`src/rtl/page_op_pkg.sv`:
```
package page_op_pkg;

  typedef enum logic [1:0] {
    OP_COPY  = 2'b00,
    OP_CHECK = 2'b01,
    OP_REFR  = 2'b10,
    OP_NONE  = 2'b11
  } opKind_t;

  typedef enum logic [1:0] {
    PH_MEM2BUF = 2'b00,
    PH_CHECK   = 2'b01,
    PH_BUF2MEM = 2'b10
  } phase_t;

  typedef struct packed {
    logic   clear;
    logic   issue;
    phase_t phase;
    logic   cmpClear;
    logic   latchResult;
  } ctrlStrobe_t;

endpackage

```
`src/rtl/page_op_dp.sv`:
```
module page_op_dp
  import page_op_pkg::*;
#(
  parameter int PAGE_BYTES = 264,
  parameter int DATA_W     = 8,
  parameter int BYTE_AW    = $clog2(PAGE_BYTES)
) (
  input  logic                clk,
  input  logic                rstN,
  input  ctrlStrobe_t         strobe,
  output logic                loopEnd,
  output logic                memRdEn,
  output logic                memWrEn,
  output logic [BYTE_AW-1:0]  memByte,
  output logic [DATA_W-1:0]   memWrData,
  input  logic [DATA_W-1:0]   memRdData,
  output logic                bufRdEn,
  output logic                bufWrEn,
  output logic [BYTE_AW-1:0]  bufByte,
  output logic [DATA_W-1:0]   bufWrData,
  input  logic [DATA_W-1:0]   bufRdData,
  output logic                cmpMismatch
);

  localparam int CNT_W = $clog2(PAGE_BYTES + 1);
  localparam logic [CNT_W-1:0] CNT_END = CNT_W'(PAGE_BYTES);

  logic [CNT_W-1:0]   issueCnt;
  logic [BYTE_AW-1:0] issueAddr;
  logic               issuing;
  logic               pipeValid;
  logic [BYTE_AW-1:0] pipeByte;
  logic               diffAcc;
  logic               byteDiff;

  assign issueAddr = issueCnt[BYTE_AW-1:0];
  assign issuing   = strobe.issue && (issueCnt < CNT_END);
  assign loopEnd   = (issueCnt == CNT_END);
  assign byteDiff  = pipeValid && (strobe.phase == PH_CHECK) && (memRdData != bufRdData);

  always_ff @(posedge clk) begin
    if (!rstN) begin
      issueCnt    <= '0;
      pipeValid   <= 1'b0;
      pipeByte    <= '0;
      diffAcc     <= 1'b0;
      cmpMismatch <= 1'b0;
    end else begin
      if (strobe.clear)   issueCnt <= '0;
      else if (issuing)   issueCnt <= issueCnt + 1'b1;
      pipeValid <= issuing;
      pipeByte  <= issueAddr;
      if (strobe.cmpClear)  diffAcc <= 1'b0;
      else if (byteDiff)    diffAcc <= 1'b1;
      if (strobe.latchResult) cmpMismatch <= diffAcc | byteDiff;
    end
  end

  assign memRdEn   = issuing && (strobe.phase != PH_BUF2MEM);
  assign bufRdEn   = issuing && (strobe.phase != PH_MEM2BUF);
  assign memWrEn   = pipeValid && (strobe.phase == PH_BUF2MEM);
  assign bufWrEn   = pipeValid && (strobe.phase == PH_MEM2BUF);
  assign memByte   = (strobe.phase == PH_BUF2MEM) ? pipeByte : issueAddr;
  assign bufByte   = (strobe.phase == PH_MEM2BUF) ? pipeByte : issueAddr;
  assign memWrData = bufRdData;
  assign bufWrData = memRdData;

endmodule

```
`src/rtl/page_op_ctrl.sv`:
```
module page_op_ctrl
  import page_op_pkg::*;
#(
  parameter int PAGE_BITS   = 12,
  parameter int WAIT_CYCLES = 8
) (
  input  logic                 clk,
  input  logic                 rstN,
  input  logic                 startValid,
  input  logic [1:0]           startOp,
  input  logic                 startBuf,
  input  logic [PAGE_BITS-1:0] startPage,
  input  logic                 loopEnd,
  output ctrlStrobe_t          strobe,
  output logic                 busy,
  output logic                 done,
  output logic                 bufSel,
  output logic [PAGE_BITS-1:0] memPage
);

  localparam int WAIT_W    = (WAIT_CYCLES > 1) ? $clog2(WAIT_CYCLES) : 1;
  localparam int WAIT_LAST = (WAIT_CYCLES > 0) ? WAIT_CYCLES - 1 : 0;

  typedef enum logic [2:0] {
    S_IDLE, S_COPY, S_CHECK, S_WRBACK, S_WAIT
  } state_t;

  state_t            state, nextState;
  opKind_t           opReg;
  opKind_t           reqOp;
  logic              accept;
  logic [WAIT_W-1:0] waitCnt;

  assign reqOp  = opKind_t'(startOp);
  assign accept = (state == S_IDLE) && startValid && (reqOp != OP_NONE);
  assign busy   = (state != S_IDLE);

  always_comb begin
    nextState          = state;
    strobe.clear       = 1'b0;
    strobe.issue       = 1'b0;
    strobe.phase       = PH_MEM2BUF;
    strobe.cmpClear    = 1'b0;
    strobe.latchResult = 1'b0;
    case (state)
      S_IDLE: begin
        if (accept) begin
          strobe.clear    = 1'b1;
          strobe.cmpClear = (reqOp == OP_CHECK);
          nextState       = (reqOp == OP_CHECK) ? S_CHECK : S_COPY;
        end
      end
      S_COPY: begin
        strobe.issue = 1'b1;
        if (loopEnd) begin
          if (opReg == OP_REFR) begin
            strobe.clear = 1'b1;
            nextState    = S_WRBACK;
          end else begin
            nextState = S_IDLE;
          end
        end
      end
      S_CHECK: begin
        strobe.issue = 1'b1;
        strobe.phase = PH_CHECK;
        if (loopEnd) begin
          strobe.latchResult = 1'b1;
          nextState          = S_IDLE;
        end
      end
      S_WRBACK: begin
        strobe.issue = 1'b1;
        strobe.phase = PH_BUF2MEM;
        if (loopEnd) nextState = (WAIT_CYCLES == 0) ? S_IDLE : S_WAIT;
      end
      S_WAIT: begin
        strobe.phase = PH_BUF2MEM;
        if (waitCnt == WAIT_W'(WAIT_LAST)) nextState = S_IDLE;
      end
      default: nextState = S_IDLE;
    endcase
  end

  always_ff @(posedge clk) begin
    if (!rstN) begin
      state   <= S_IDLE;
      opReg   <= OP_COPY;
      bufSel  <= 1'b0;
      memPage <= '0;
      waitCnt <= '0;
      done    <= 1'b0;
    end else begin
      state <= nextState;
      done  <= (state != S_IDLE) && (nextState == S_IDLE);
      if (accept) begin
        opReg   <= reqOp;
        bufSel  <= startBuf;
        memPage <= startPage;
      end
      if (state != S_WAIT) waitCnt <= '0;
      else                 waitCnt <= waitCnt + 1'b1;
    end
  end

endmodule

```
`src/rtl/page_op_engine.sv`:
```
module page_op_engine
  import page_op_pkg::*;
#(
  parameter int PAGE_BYTES  = 264,
  parameter int PAGE_BITS   = 12,
  parameter int WAIT_CYCLES = 8,
  parameter int DATA_W      = 8,
  localparam int BYTE_AW    = $clog2(PAGE_BYTES)
) (
  input  logic                 clk,
  input  logic                 rstN,
  input  logic                 startValid,
  input  logic [1:0]           startOp,
  input  logic                 startBuf,
  input  logic [PAGE_BITS-1:0] startPage,
  output logic                 busy,
  output logic                 done,
  output logic                 cmpMismatch,
  output logic [PAGE_BITS-1:0] memPage,
  output logic [BYTE_AW-1:0]   memByte,
  output logic                 memRdEn,
  input  logic [DATA_W-1:0]    memRdData,
  output logic                 memWrEn,
  output logic [DATA_W-1:0]    memWrData,
  output logic                 bufSel,
  output logic [BYTE_AW-1:0]   bufByte,
  output logic                 bufRdEn,
  input  logic [DATA_W-1:0]    bufRdData,
  output logic                 bufWrEn,
  output logic [DATA_W-1:0]    bufWrData
);

  ctrlStrobe_t strobe;
  logic        loopEnd;

  page_op_ctrl #(
    .PAGE_BITS  (PAGE_BITS),
    .WAIT_CYCLES(WAIT_CYCLES)
  ) ctrlI (
    .clk       (clk),
    .rstN      (rstN),
    .startValid(startValid),
    .startOp   (startOp),
    .startBuf  (startBuf),
    .startPage (startPage),
    .loopEnd   (loopEnd),
    .strobe    (strobe),
    .busy      (busy),
    .done      (done),
    .bufSel    (bufSel),
    .memPage   (memPage)
  );

  page_op_dp #(
    .PAGE_BYTES(PAGE_BYTES),
    .DATA_W    (DATA_W),
    .BYTE_AW   (BYTE_AW)
  ) dpI (
    .clk        (clk),
    .rstN       (rstN),
    .strobe     (strobe),
    .loopEnd    (loopEnd),
    .memRdEn    (memRdEn),
    .memWrEn    (memWrEn),
    .memByte    (memByte),
    .memWrData  (memWrData),
    .memRdData  (memRdData),
    .bufRdEn    (bufRdEn),
    .bufWrEn    (bufWrEn),
    .bufByte    (bufByte),
    .bufWrData  (bufWrData),
    .bufRdData  (bufRdData),
    .cmpMismatch(cmpMismatch)
  );

endmodule

```
`config.mk`:
```
export PLATFORM = sky130hd
export DESIGN_NAME = page_op_engine
export DESIGN_NICKNAME = d
export VERILOG_FILES = /design/src/rtl/page_op_pkg.sv /design/src/rtl/page_op_dp.sv /design/src/rtl/page_op_ctrl.sv /design/src/rtl/page_op_engine.sv
export SDC_FILE = /design/constraint.sdc
export NUM_CORES = 1
export LEC_CHECK = 0
export ABC_AREA = 0
export ABC_CLOCK_PERIOD_IN_PS = 2150
export BUFFER_PORTS_ARGS = -buffer_cell sky130_fd_sc_hd__buf_4
export CAP_MARGIN = 10
export CORE_ASPECT_RATIO = 1.5
export CORE_MARGIN = 2
export CORE_UTILIZATION = 43
export CTS_CLUSTER_DIAMETER = 40
export DETAILED_ROUTE_END_ITERATION = 8
export GPL_TIMING_DRIVEN = 0
export PLACE_DENSITY = 0.82
export SLEW_MARGIN = 20
export SYNTH_ARGS = -nofsm -noshare
export SYNTH_HDL_FRONTEND = slang
export SYNTH_HIERARCHICAL = 1
export SYNTH_SLANG_ARGS = --single-unit
```
`constraint.sdc`:
```
create_clock -name clk -period 2.15 [get_ports clk]
set_input_delay 0.1075 -clock clk [delete_from_list [all_inputs] [get_ports clk]]
set_output_delay 0.1075 -clock clk [all_outputs]
set_load 0.03 [all_outputs]
```
==> summary.md, run 1 <==
| Metric | Value |
|---|---|
| Highest clock rate | 0.481 GHz |
| Period utilisation layout | 96.7% |
| Pleak | 1.39 nW |
| Synth async-reset ratio | 0% |
| WP data required | 2.33 ns |
| Post-synth top area cell | dfxtp_1 |
| DRT Pass-1 Iters | 4 |
| Startpoint types | flop |
| Fin. Hold Viols | 0 |
| CTS Root Cell | clkbuf_8 |
| Layout net count | 393 |
| Status | finished, final reports clean |
| Gate power share | 18.8% |
| DRT antenna net count | 0 |
| WL/cell | 12.3 microns |
| Pins Over Slew Limit | 0 |
| Crit end category | flop |
| # hold bufs at CTS | 0 |
| Worst hold slack | 0.0593 ns |
| Grt ovf | 0 |
| Sequential cell area | 863 sq um |
| First-pass GRT wire length | 8.71 mm |
| Post-placement setup slack | -0.292 ns |
| Synth Instances | 263 |
| H-tree depth | 2 |
| Number of fill cells | 427 |
| Worst-Skew Late Latency | 0.30 ns |
| Die W | 62.1 microns |
| Minimum clock period | 2.08 ns |
| CP Class | flop to flop |
| Synth cell count leaders | dfxtp_1, nand2_1, nor2_1 |
| Resize count post-CTS | 11 |
| Final setup viols | 0 |
| CP max FO | 9 |
| ANT cells | 0 |
| TritonCTS Buffers | 5 |
| Iteration-0 DRC Markers | 113 |
| Mapped Area | 0.00218 sq mm |
| Internal cell power | 0.00145 W |
| Predominant post-synthesis flop cell | dfxtp_1 |
| Yosys cell types | 39 |
| Core area | 0.00485 sq mm |
| Vias in the first global route | 2045 |
| Clock power frac | 38.0% |
| DRC | 0 |
| Maxcap violations | 0 |
| Via-to-Cell Ratio | 4.88 |
| Rows | 31 |
| Pwr Density | 629 mW/mm^2 |
| Largest net degree at the start of global routing | 14 |
| Flop pwr share | 43.2% |
| Die H | 91.2 microns |
| Multi-input gate area | 0.00114 sq mm |
| CTS sink cnt | 43 |
| Synth Warn # | 6 |
| Worst rel slew slack | 68.8% |
| Pin slew with the least headroom to its limit | 0.467 ns |
| IO Pins | 88 |
| Final worst setup slack | 0.0705 ns |
| Setup bufs post-CTS | 0 |
| Synth-to-layout area growth | 42.0% |
| Initial antenna violation count | 0 |
| Worst-path clk slew | 0.08 ns |
| Max Clock Skew | 0.00840 ns |
| P_sw | 0.000492 W |
| Mapped Nets | 301 |
| CTS tree | built |
| Post-Syn Area per Cell | 8.28 sq um |
| Vias | 2061 |
| Sequential fraction of the synthesis area | 39.5% |
| Final WL | 5.17 mm |
| Buffers on Ports | 87 |
| Number of synthesized flops with an enable pin | 0 |
| Total track usage | 18.7% |
| Starting Density | 44.9% |
| Placed wire-length estimate | 4.10 mm |
| Peak supply drop | 0.000488 V |
| Die area | 0.00566 sq mm |
| Sw Share | 25.3% |
| Worst hold path type | input port to flop |
| #FFs+latches synth | 43 |
| Top post-synthesis cells by area | dfxtp_1, nand2_1, buf_4 |
| Clk buf depth | 2 |
| GP Congestion | 0.899 |
| Share of cells above drive strength 1 | 40.2% |
| Crit path DAT | 2.26 ns |
| Post-synth top area share | 39.5% |
==> critical path, cell delays in order, from the launching register on <==
cell and delay (ns):
dfxtp_1 0.39, or4_4 0.59, nor2_4 0.18, inv_1 0.07, or3_1 0.41, nand2_1 0.08, nand2b_4 0.18, a21oi_1 0.06
==> state kept, by name (all words and copies together) (netlist names) <==
name and flops:
ctrlI/bufSel 1, ctrlI/done 1, ctrlI/memPage 12, ctrlI/opReg 2
ctrlI/state 3, ctrlI/waitCnt 3, dpI/cmpMismatch 1, dpI/diffAcc 1
dpI/issueAddr 9, dpI/pipeByte 9, dpI/pipeValid 1
==> stage by stage <==
stage	power (W)	cells	area, sq um	setup TNS, ns	util, %
after global placement	0.00121	416	2910	-2.30	60.1
after CTS	0.00196	423	3060	-0.00533	63.2
after floorplan	0.00107	263	2180	0	-
after global routing	0.00203	422	3090	-0.00420	63.8
after detailed placement	0.00122	416	2910	-2.53	60.1
final	0.00194	422	3090	0	63.8
==> routing by layer <==
| metal | GRT usage [%] | part of all wire, % |
|---|---|---|
| met5 | 0 | 0 |
| met4 | 7.04 | 1.5 |
| met3 | 4.34 | 4.8 |
| met2 | 36.5 | 57 |
| met1 | 18.9 | 37 |
==> cells in the final DEF (no fill, tap or decap), types with 2 or more instances in the layout <==
cell type	n
a21o_1	2
mux2_2	10
ha_1	4
o221a_2	2
dfxtp_2	2
buf_2	2
and3_1	2
dfxtp_1	41
inv_1	10
nor2_2	2
or3_1	3
nor3_1	6
a21boi_0	13
o21ai_0	14
xnor2_1	11
clkbuf_4	2
nor2_1	14
o21a_1	2
clkbuf_8	5
nand4_1	4
and2_1	13
nand2_1	43
buf_4	104
o21ai_2	2
a21oi_1	7
nand3_1	4
clkbuf_1	7
bufinv_16	2
a31oi_1	2
nor2b_1	2
nand2b_1	3
==> worst paths after layout <==
check / from / to / slack [ns] / cells after the start
min reg2reg: ctrlI/waitCnt[0] / ctrlI/waitCnt[0] / 0.44 / 1
max reg2reg: dpI/issueAddr[5] / dpI/issueAddr[0] / 0.07 / 7
max: dpI/issueAddr[5] / dpI/issueAddr[0] / 0.07 / 7
min: startPage[7] / ctrlI/memPage[7] / 0.06 / 3
==> power groups by stage <==
stage / Sequential (W) / Combinational [W] / Clock, W
after floorplan: 0.000885 / 0.000186 / 0
after global placement: 0.000856 / 0.000357 / 0
after detailed placement: 0.000857 / 0.000364 / 0
after CTS: 0.000839 / 0.000366 / 0.000758
after global routing: 0.000844 / 0.000396 / 0.000787
final: 0.000840 / 0.000365 / 0.000739
==> area by class of cell <==
type                    count  area share, %
clock buffers               6           2.35
inverters                  10           1.21
flip-flops and latches     43           27.9
well taps                  66           2.67
multi-input cells         180           37.0
clock inverters             2           1.94
plain buffers              28           5.83
repair buffers             87           21.1
==> kinds of logic after synthesis <==
| group | share of synthesized area [%] |
|---|---|
| fa+ha+maj | 2.30 |
| mux | 5.17 |
| buf+inv | 9.76 |
| xor+xnor | 4.82 |
| flops | 39.5 |
| simple gates | 24.6 |
| compound gates | 13.8 |
(Power assumes the default switching activity.)
==> inputs of run 2 (changes only) <==
--- a/config.mk
+++ b/config.mk
@@ -7,7 +7,7 @@
 export LEC_CHECK = 0
 export ABC_AREA = 0
 export ABC_CLOCK_PERIOD_IN_PS = 2150
-export BUFFER_PORTS_ARGS = -buffer_cell sky130_fd_sc_hd__buf_4
+export BUFFER_PORTS_ARGS = -buffer_cell sky130_fd_sc_hd__buf_2
 export CAP_MARGIN = 10
 export CORE_ASPECT_RATIO = 1.5
 export CORE_MARGIN = 2
==> summary.md, run 2 (synthesis gave the netlist of run 1 again) <==
| Metric | Value |
|---|---|
| Status | finished, final reports clean |
| Worst rel slew slack | 68.5% (-0.25 points) |
| Buffers on Ports | 87 (unchanged) |
| DRC | 0 (unchanged) |
| # hold bufs at CTS | 0 (unchanged) |
| Flop pwr share | 47.0% (+3.8 points) |
| Max FFs per register | 12 (unchanged) |
| Vias | 2050 (-0.53%) |
| CTS sink cnt | 43 (unchanged) |
| Core area | 0.00485 sq mm (unchanged) |
| Die H | 91.2 microns (unchanged) |
| DRT antenna net count | 0 (unchanged) |
| Maxcap violations | 0 (unchanged) |
| Worst-path clk slew | 0.09 ns (about the same) |
| Setup slack, reg-to-reg | 0.15 ns (+0.08 ns) |
| Placed wire-length estimate | 3.89 mm (-5.1%) |
| TritonCTS Buffers | 5 (unchanged) |
| Final WL | 5.05 mm (-2.4%) |
| Setup bufs post-CTS | 0 (unchanged) |
| ANT cells | 0 (unchanged) |
| Starting Density | 44.9% (unchanged) |
| Grt ovf | 0 (unchanged) |
| Final setup viols | 0 (unchanged) |
| Largest Register | ctrlI/memPage |
| Pleak | 1.35 nW (-3.3%) |
| Pin slew with the least headroom to its limit | 0.472 ns (+0.00541 ns) |
| Initial antenna violation count | 0 (unchanged) |
| Worst hold path type | input port to flop |
| Startpoint types | flop |
| Sw Share | 27.5% (+2.2 points) |
| Peak supply drop | 0.000434 V (-11%) |
| Clk buf depth | 2 (unchanged) |
| Highest clock rate | 0.487 GHz (+1.3%) |
| RR Startpoint | dpI/issueAddr[3] |
| Hold depth | 3 (unchanged) |
| First-pass GRT wire length | 8.43 mm (-3.2%) |
| WP data required | 2.04 ns (-0.29 ns) |
| Most frequent cells in the layout | buf_2, nand2_1, dfxtp_1, buf_4 |
| Vias in the first global route | 1944 (-4.9%) |
| Share of cells above drive strength 1 | 40.6% (+0.45 points) |
| Commonest non-fill, non-tap cell in the layout | buf_2 |
| Fin. Hold Viols | 0 (unchanged) |
| GP Congestion | 0.867 (-3.7%) |
| Minimum clock period | 2.05 ns (-0.0277 ns) |
| Worst r2r dst | dpI/issueAddr[2] |
| Placed Cells incl. Taps | 416 (unchanged) |
| Max Clock Skew | 0.0106 ns (+0.00224 ns) |
| Die area | 0.00566 sq mm (unchanged) |
| Layout net count | 394 (+0.25%) |
| Gate power share | 18.2% (-0.6 points) |
| DRT Pass-1 Iters | 4 (unchanged) |
| CP Class | flop to output pin |
| P_sw | 0.000493 W (about the same) |
| R2R cell count | 8 (+1) |
| CTS Root Cell | clkbuf_8 |
| Largest net degree at the start of global routing | 15 (+1) |
| Synth-to-layout area growth | 31.8% |
| Power, Total | 0.00179 W (-8.0%) |
| Total track usage | 18.2% (-0.52 points) |
| Crit path DAT | 1.94 ns (-0.32 ns) |
| Clock power frac | 34.8% (-3.2 points) |
| Crit end category | output pin |
| Worst-Skew Late Latency | 0.29 ns (about the same) |
| Setup_tns | 0 ns (unchanged) |
| Via-to-Cell Ratio | 4.85 (-0.77%) |
| CP max FO | 10 (+1) |
| Die W | 62.1 microns (unchanged) |
| IO Pins | 88 (unchanged) |
| Rows | 31 (unchanged) |
| Worst Setup SP | ctrlI/state[2] |
| Period utilisation layout | 95.4% (-1.3 points) |
| H-tree depth | 2 (unchanged) |
| CTS tree | built |
| Internal cell power | 0.00130 W (-11%) |
| Pwr Density | 623 mW/mm^2 (-0.89%) |
| Final core utilization | 59.2% (-4.6 points) |
| Worst Setup EP | memByte[8] |
| Iteration-0 DRC Markers | 44 (-61%) |
| WL/cell | 11.9 microns (-2.6%) |
| Layout Cells excl Fill | 423 (+0.24%) |
| Pins Over Slew Limit | 0 (unchanged) |
## run 2: routing by layer
layer / share of wire (%) / vias up / global-route usage [%]
met1: 38 / 937 / 19.1
met4: 1.8 / 0 / 7.04
met5: 0 / - / 0
met3: 5.0 / 9 / 4.58
met2: 55 / 59 / 34.2
li1: - / 1045 / -
## run 2: what timing repair did
item                                    in CTS  in global routing
endpoints found under the setup margin      31                 31
resized for setup                           14                 14
endpoints found under the hold margin        0                  0
pin swaps                                    0                  1
## run 2: worst min path at each step
stage,start,end,slack [ns]
final,startPage[10],ctrlI/memPage[10],0.05
after global routing,startBuf,ctrlI/bufSel,0.04
after CTS,startPage[11],ctrlI/memPage[11],0.04
after detailed placement,startPage[10],ctrlI/memPage[10],0.37
after global placement,startPage[8],ctrlI/memPage[8],0.36
after floorplan,rstN,dpI/diffAcc,0.24
## run 2: cell type report
class	instances	area, sq um
fillers	462	1980
multi-input cells	180	1150
flip-flops and latches	43	865
repair buffers	87	443
plain buffers	29	181
well taps	66	82.6
clock buffers	5	68.8
clock inverters	3	43.8
inverters	10	37.5
## run 2: critical path: stages (launching register included)
cell      delay, ns
dfxtp_1        0.33
clkbuf_4       0.19
o21ai_2        0.25
nor2b_1        0.16
buf_2          0.19
mux2_2         0.35
buf_2          0.18
## run 2: power groups by stage
stage / Sequential, W / Clock [W] / Combinational, W
detailed placement: 0.000857 / 0 / 0.000319
finish: 0.000840 / 0.000623 / 0.000325
global placement: 0.000856 / 0 / 0.000314
global route: 0.000844 / 0.000675 / 0.000355
floorplan: 0.000885 / 0 / 0.000186
CTS: 0.000839 / 0.000644 / 0.000324
## run 2: per-stage QoR
stage               hold slack (ns)  worst slack, ns  cell area [sq um]
floorplan                     0.237           0.0421               2180
global placement              0.358           -0.277               2700
detailed placement            0.368           -0.319               2700
CTS                          0.0411         -0.00762               2840
global route                 0.0409          -0.0182               2870
finish                       0.0488           0.0982               2870
==> inputs of run 3 (changes only) <==
--- a/config.mk
+++ b/config.mk
@@ -8,8 +8,6 @@
 export ABC_AREA = 0
 export ABC_CLOCK_PERIOD_IN_PS = 2150
 export BUFFER_PORTS_ARGS = -buffer_cell sky130_fd_sc_hd__buf_2
-export CAP_MARGIN = 10
-export CORE_ASPECT_RATIO = 1.5
 export CORE_MARGIN = 2
 export CORE_UTILIZATION = 43
 export CTS_CLUSTER_DIAMETER = 40
==> summary.md, run 3 (synthesis gave the netlist of run 1 again) <==
| Metric | Value |
|---|---|
| GP Congestion | 0.798 (-7.9%) |
| Placed wire-length estimate | 3.80 mm (-2.4%) |
| Pins Over Slew Limit | 0 (unchanged) |
| Crit path DAT | 1.91 ns (-0.03 ns) |
| Crit end category | output pin |
| Final setup viols | 0 (unchanged) |
| Worst r2r dst | dpI/issueAddr[0] |
| Worst rel slew slack | 68.3% (-0.19 points) |
| Power, Total | 0.00190 W (+6.3%) |
| Largest net degree at the start of global routing | 15 (unchanged) |
| Layout net count | 391 (-0.76%) |
| Max Clock Skew | 0.00491 ns (-0.00573 ns) |
| Vias | 2028 (-1.1%) |
| Maxcap violations | 0 (unchanged) |
| WP data required | 2.04 ns (about the same) |
| Unrepaired setup endpoints after global routing | false |
| Hold endpoint | ctrlI/memPage[11] |
| Grt ovf | 0 (unchanged) |
| Rows | 25 (-19%) |
| Setup bufs post-CTS | 0 (unchanged) |
| R2R cell count | 7 (-1) |
| TritonCTS Buffers | 5 (unchanged) |
| Layout Cells excl Fill | 421 (-0.47%) |
| Minimum clock period | 2.02 ns (-0.0327 ns) |
| Commonest non-fill, non-tap cell in the layout | buf_2 |
| CP max FO | 5 (-5) |
| Pin slew with the least headroom to its limit | 0.473 ns (+0.00105 ns) |
| Total track usage | 18.7% (+0.51 points) |
| Peak supply drop | 0.000521 V (+20%) |
| First-pass GRT wire length | 8.21 mm (-2.6%) |
| Most frequent cells in the layout | buf_2, nand2_1, dfxtp_1, buf_4 |
| DRT antenna net count | 0 (unchanged) |
| Max FFs per register | 12 (unchanged) |
| Vias in the first global route | 1972 (+1.4%) |
| CTS tree | built |
| Starting Density | 45.2% (+0.29 points) |
| Hold depth | 3 (unchanged) |
| WL/cell | 11.5 microns (-3.2%) |
| Number of fill cells | 461 (-0.22%) |
| Worst-path clk slew | 0.08 ns (about the same) |
| CTS Root Cell | clkbuf_8 |
| Period utilisation layout | 93.9% (-1.5 points) |
| Buffers on Ports | 87 (unchanged) |
| IO Pins | 88 (unchanged) |
| Initial antenna violation count | 0 (unchanged) |
| Hold wc startpoint | startPage[11] |
| Multi-input gate area | 0.00114 sq mm (-0.44%) |
| Die W | 75.2 microns (+21%) |
| Synth-to-layout area growth | 32.3% |
| DRC | 0 (unchanged) |
| RR Startpoint | dpI/issueAddr[4] |
| Worst-Skew Late Latency | 0.29 ns (about the same) |
| Worst hold path type | input port to flop |
| Sequential cell area | 865 sq um (unchanged) |
| Largest Register | ctrlI/memPage |
| Die area | 0.00565 sq mm (-0.21%) |
| Highest clock rate | 0.495 GHz (+1.6%) |
| Final WL | 4.86 mm (-3.6%) |
| Pwr Density | 660 mW/mm^2 (+5.9%) |
| Clk buf depth | 2 (unchanged) |
| Startpoint types | flop |
| Pleak | 1.35 nW (about the same) |
| Iteration-0 DRC Markers | 105 (+140%) |
| Fin. Hold Viols | 0 (unchanged) |
| DRT Pass-1 Iters | 4 (unchanged) |
| H-tree depth | 2 (unchanged) |
| CP Class | flop to output pin |
| Final core utilization | 59.8% (+0.62 points) |
| Placed Cells incl. Taps | 417 (+0.24%) |
| Die H | 75.2 microns (-18%) |
| Core area | 0.00482 sq mm (-0.65%) |
| Status | finished, final reports clean |
| CTS sink cnt | 43 (unchanged) |
| Share of cells above drive strength 1 | 41.0% (+0.34 points) |
| ANT cells | 0 (unchanged) |
| Via-to-Cell Ratio | 4.82 (-0.60%) |
| Worst hold slack | 0.0600 ns (+0.0111 ns) |
| Setup slack, reg-to-reg | 0.14 ns (about the same) |
[run 3: cell count changes in the layout (fill, tap and decap cells not counted), sizes merged]
| cell | before | now |
|---|---|---|
| bufinv | 1 | 2 |
| clkinvlp | 0 | 1 |
| clkinv | 2 | 0 |
| clkbuf | 14 | 11 |
[run 3: cell type report]
class	instances	share of cell area, %
multi-input combinational	180	39.7
inverter	10	1.30
timing repair buffer	87	15.5
buffer	26	5.91
clock inverter	3	2.34
sequential	43	30.0
clock buffer	5	2.39
tap	67	2.91
[run 3: critical path, stage by stage (launching register included)]
cell     delay [ns]
dfxtp_1        0.36
or4_4          0.60
o21ai_2        0.21
nand2_1        0.12
nor2_1         0.13
buf_2          0.21
[run 3: per-stage QoR]
| stage | setup slack [ns] | setup TNS, ns | cell area, sq um |
|---|---|---|---|
| 6_report | 0.131 | 0 | 2880 |
| 5_1_grt | 0.0163 | 0 | 2880 |
| 4_1_cts | 0.000116 | 0 | 2860 |
| 3_5_place_dp | -0.261 | -2.41 | 2700 |
| 3_3_place_gp | -0.258 | -2.08 | 2700 |
| 2_1_floorplan | 0.0421 | 0 | 2180 |
[run 3: how the worst max path moves through the flow]
| stage | from | slack [ns] | to |
|---|---|---|---|
| after floorplan | dpI/issueAddr[5] | 0.04 | dpI/issueAddr[3] |
| after global routing | ctrlI/state[2] | 0.02 | memByte[4] |
| final | dpI/issueAddr[4] | 0.13 | memRdEn |
| after detailed placement | dpI/issueAddr[5] | -0.26 | dpI/issueAddr[3] |
| after CTS | ctrlI/state[1] | 0.0001 | memByte[7] |
| after global placement | dpI/issueAddr[5] | -0.26 | dpI/issueAddr[3] |
[run 3: power breakdown]
part | switching [W] | internal (W) | total [W]
clock network | 0.000275 | 0.000463 | 0.000738
registers | 0.0000187 | 0.000822 | 0.000841
logic | 0.000196 | 0.000127 | 0.000323
total | 0.000490 | 0.00141 | 0.00190
[run 3: per-layer routing]
metal	GRT usage (%)	up-vias	routed length, microns	part of all wire [%]
met3	4.02	8	352	7.2
met4	5.85	0	57	1.2
met2	34.6	72	2360	49
met5	0	-	0	0
met1	21.4	904	2090	43
li1	-	1044	-	-
[run 3: timing repair]
| action | CTS | global route |
|---|---|---|
| pin swaps | 0 | 1 |
| setup endpoints to repair | 31 | 37 |
| gates cloned | 0 | 0 |
| resized for setup | 15 | 13 |
| hold buffers | 0 | 0 |
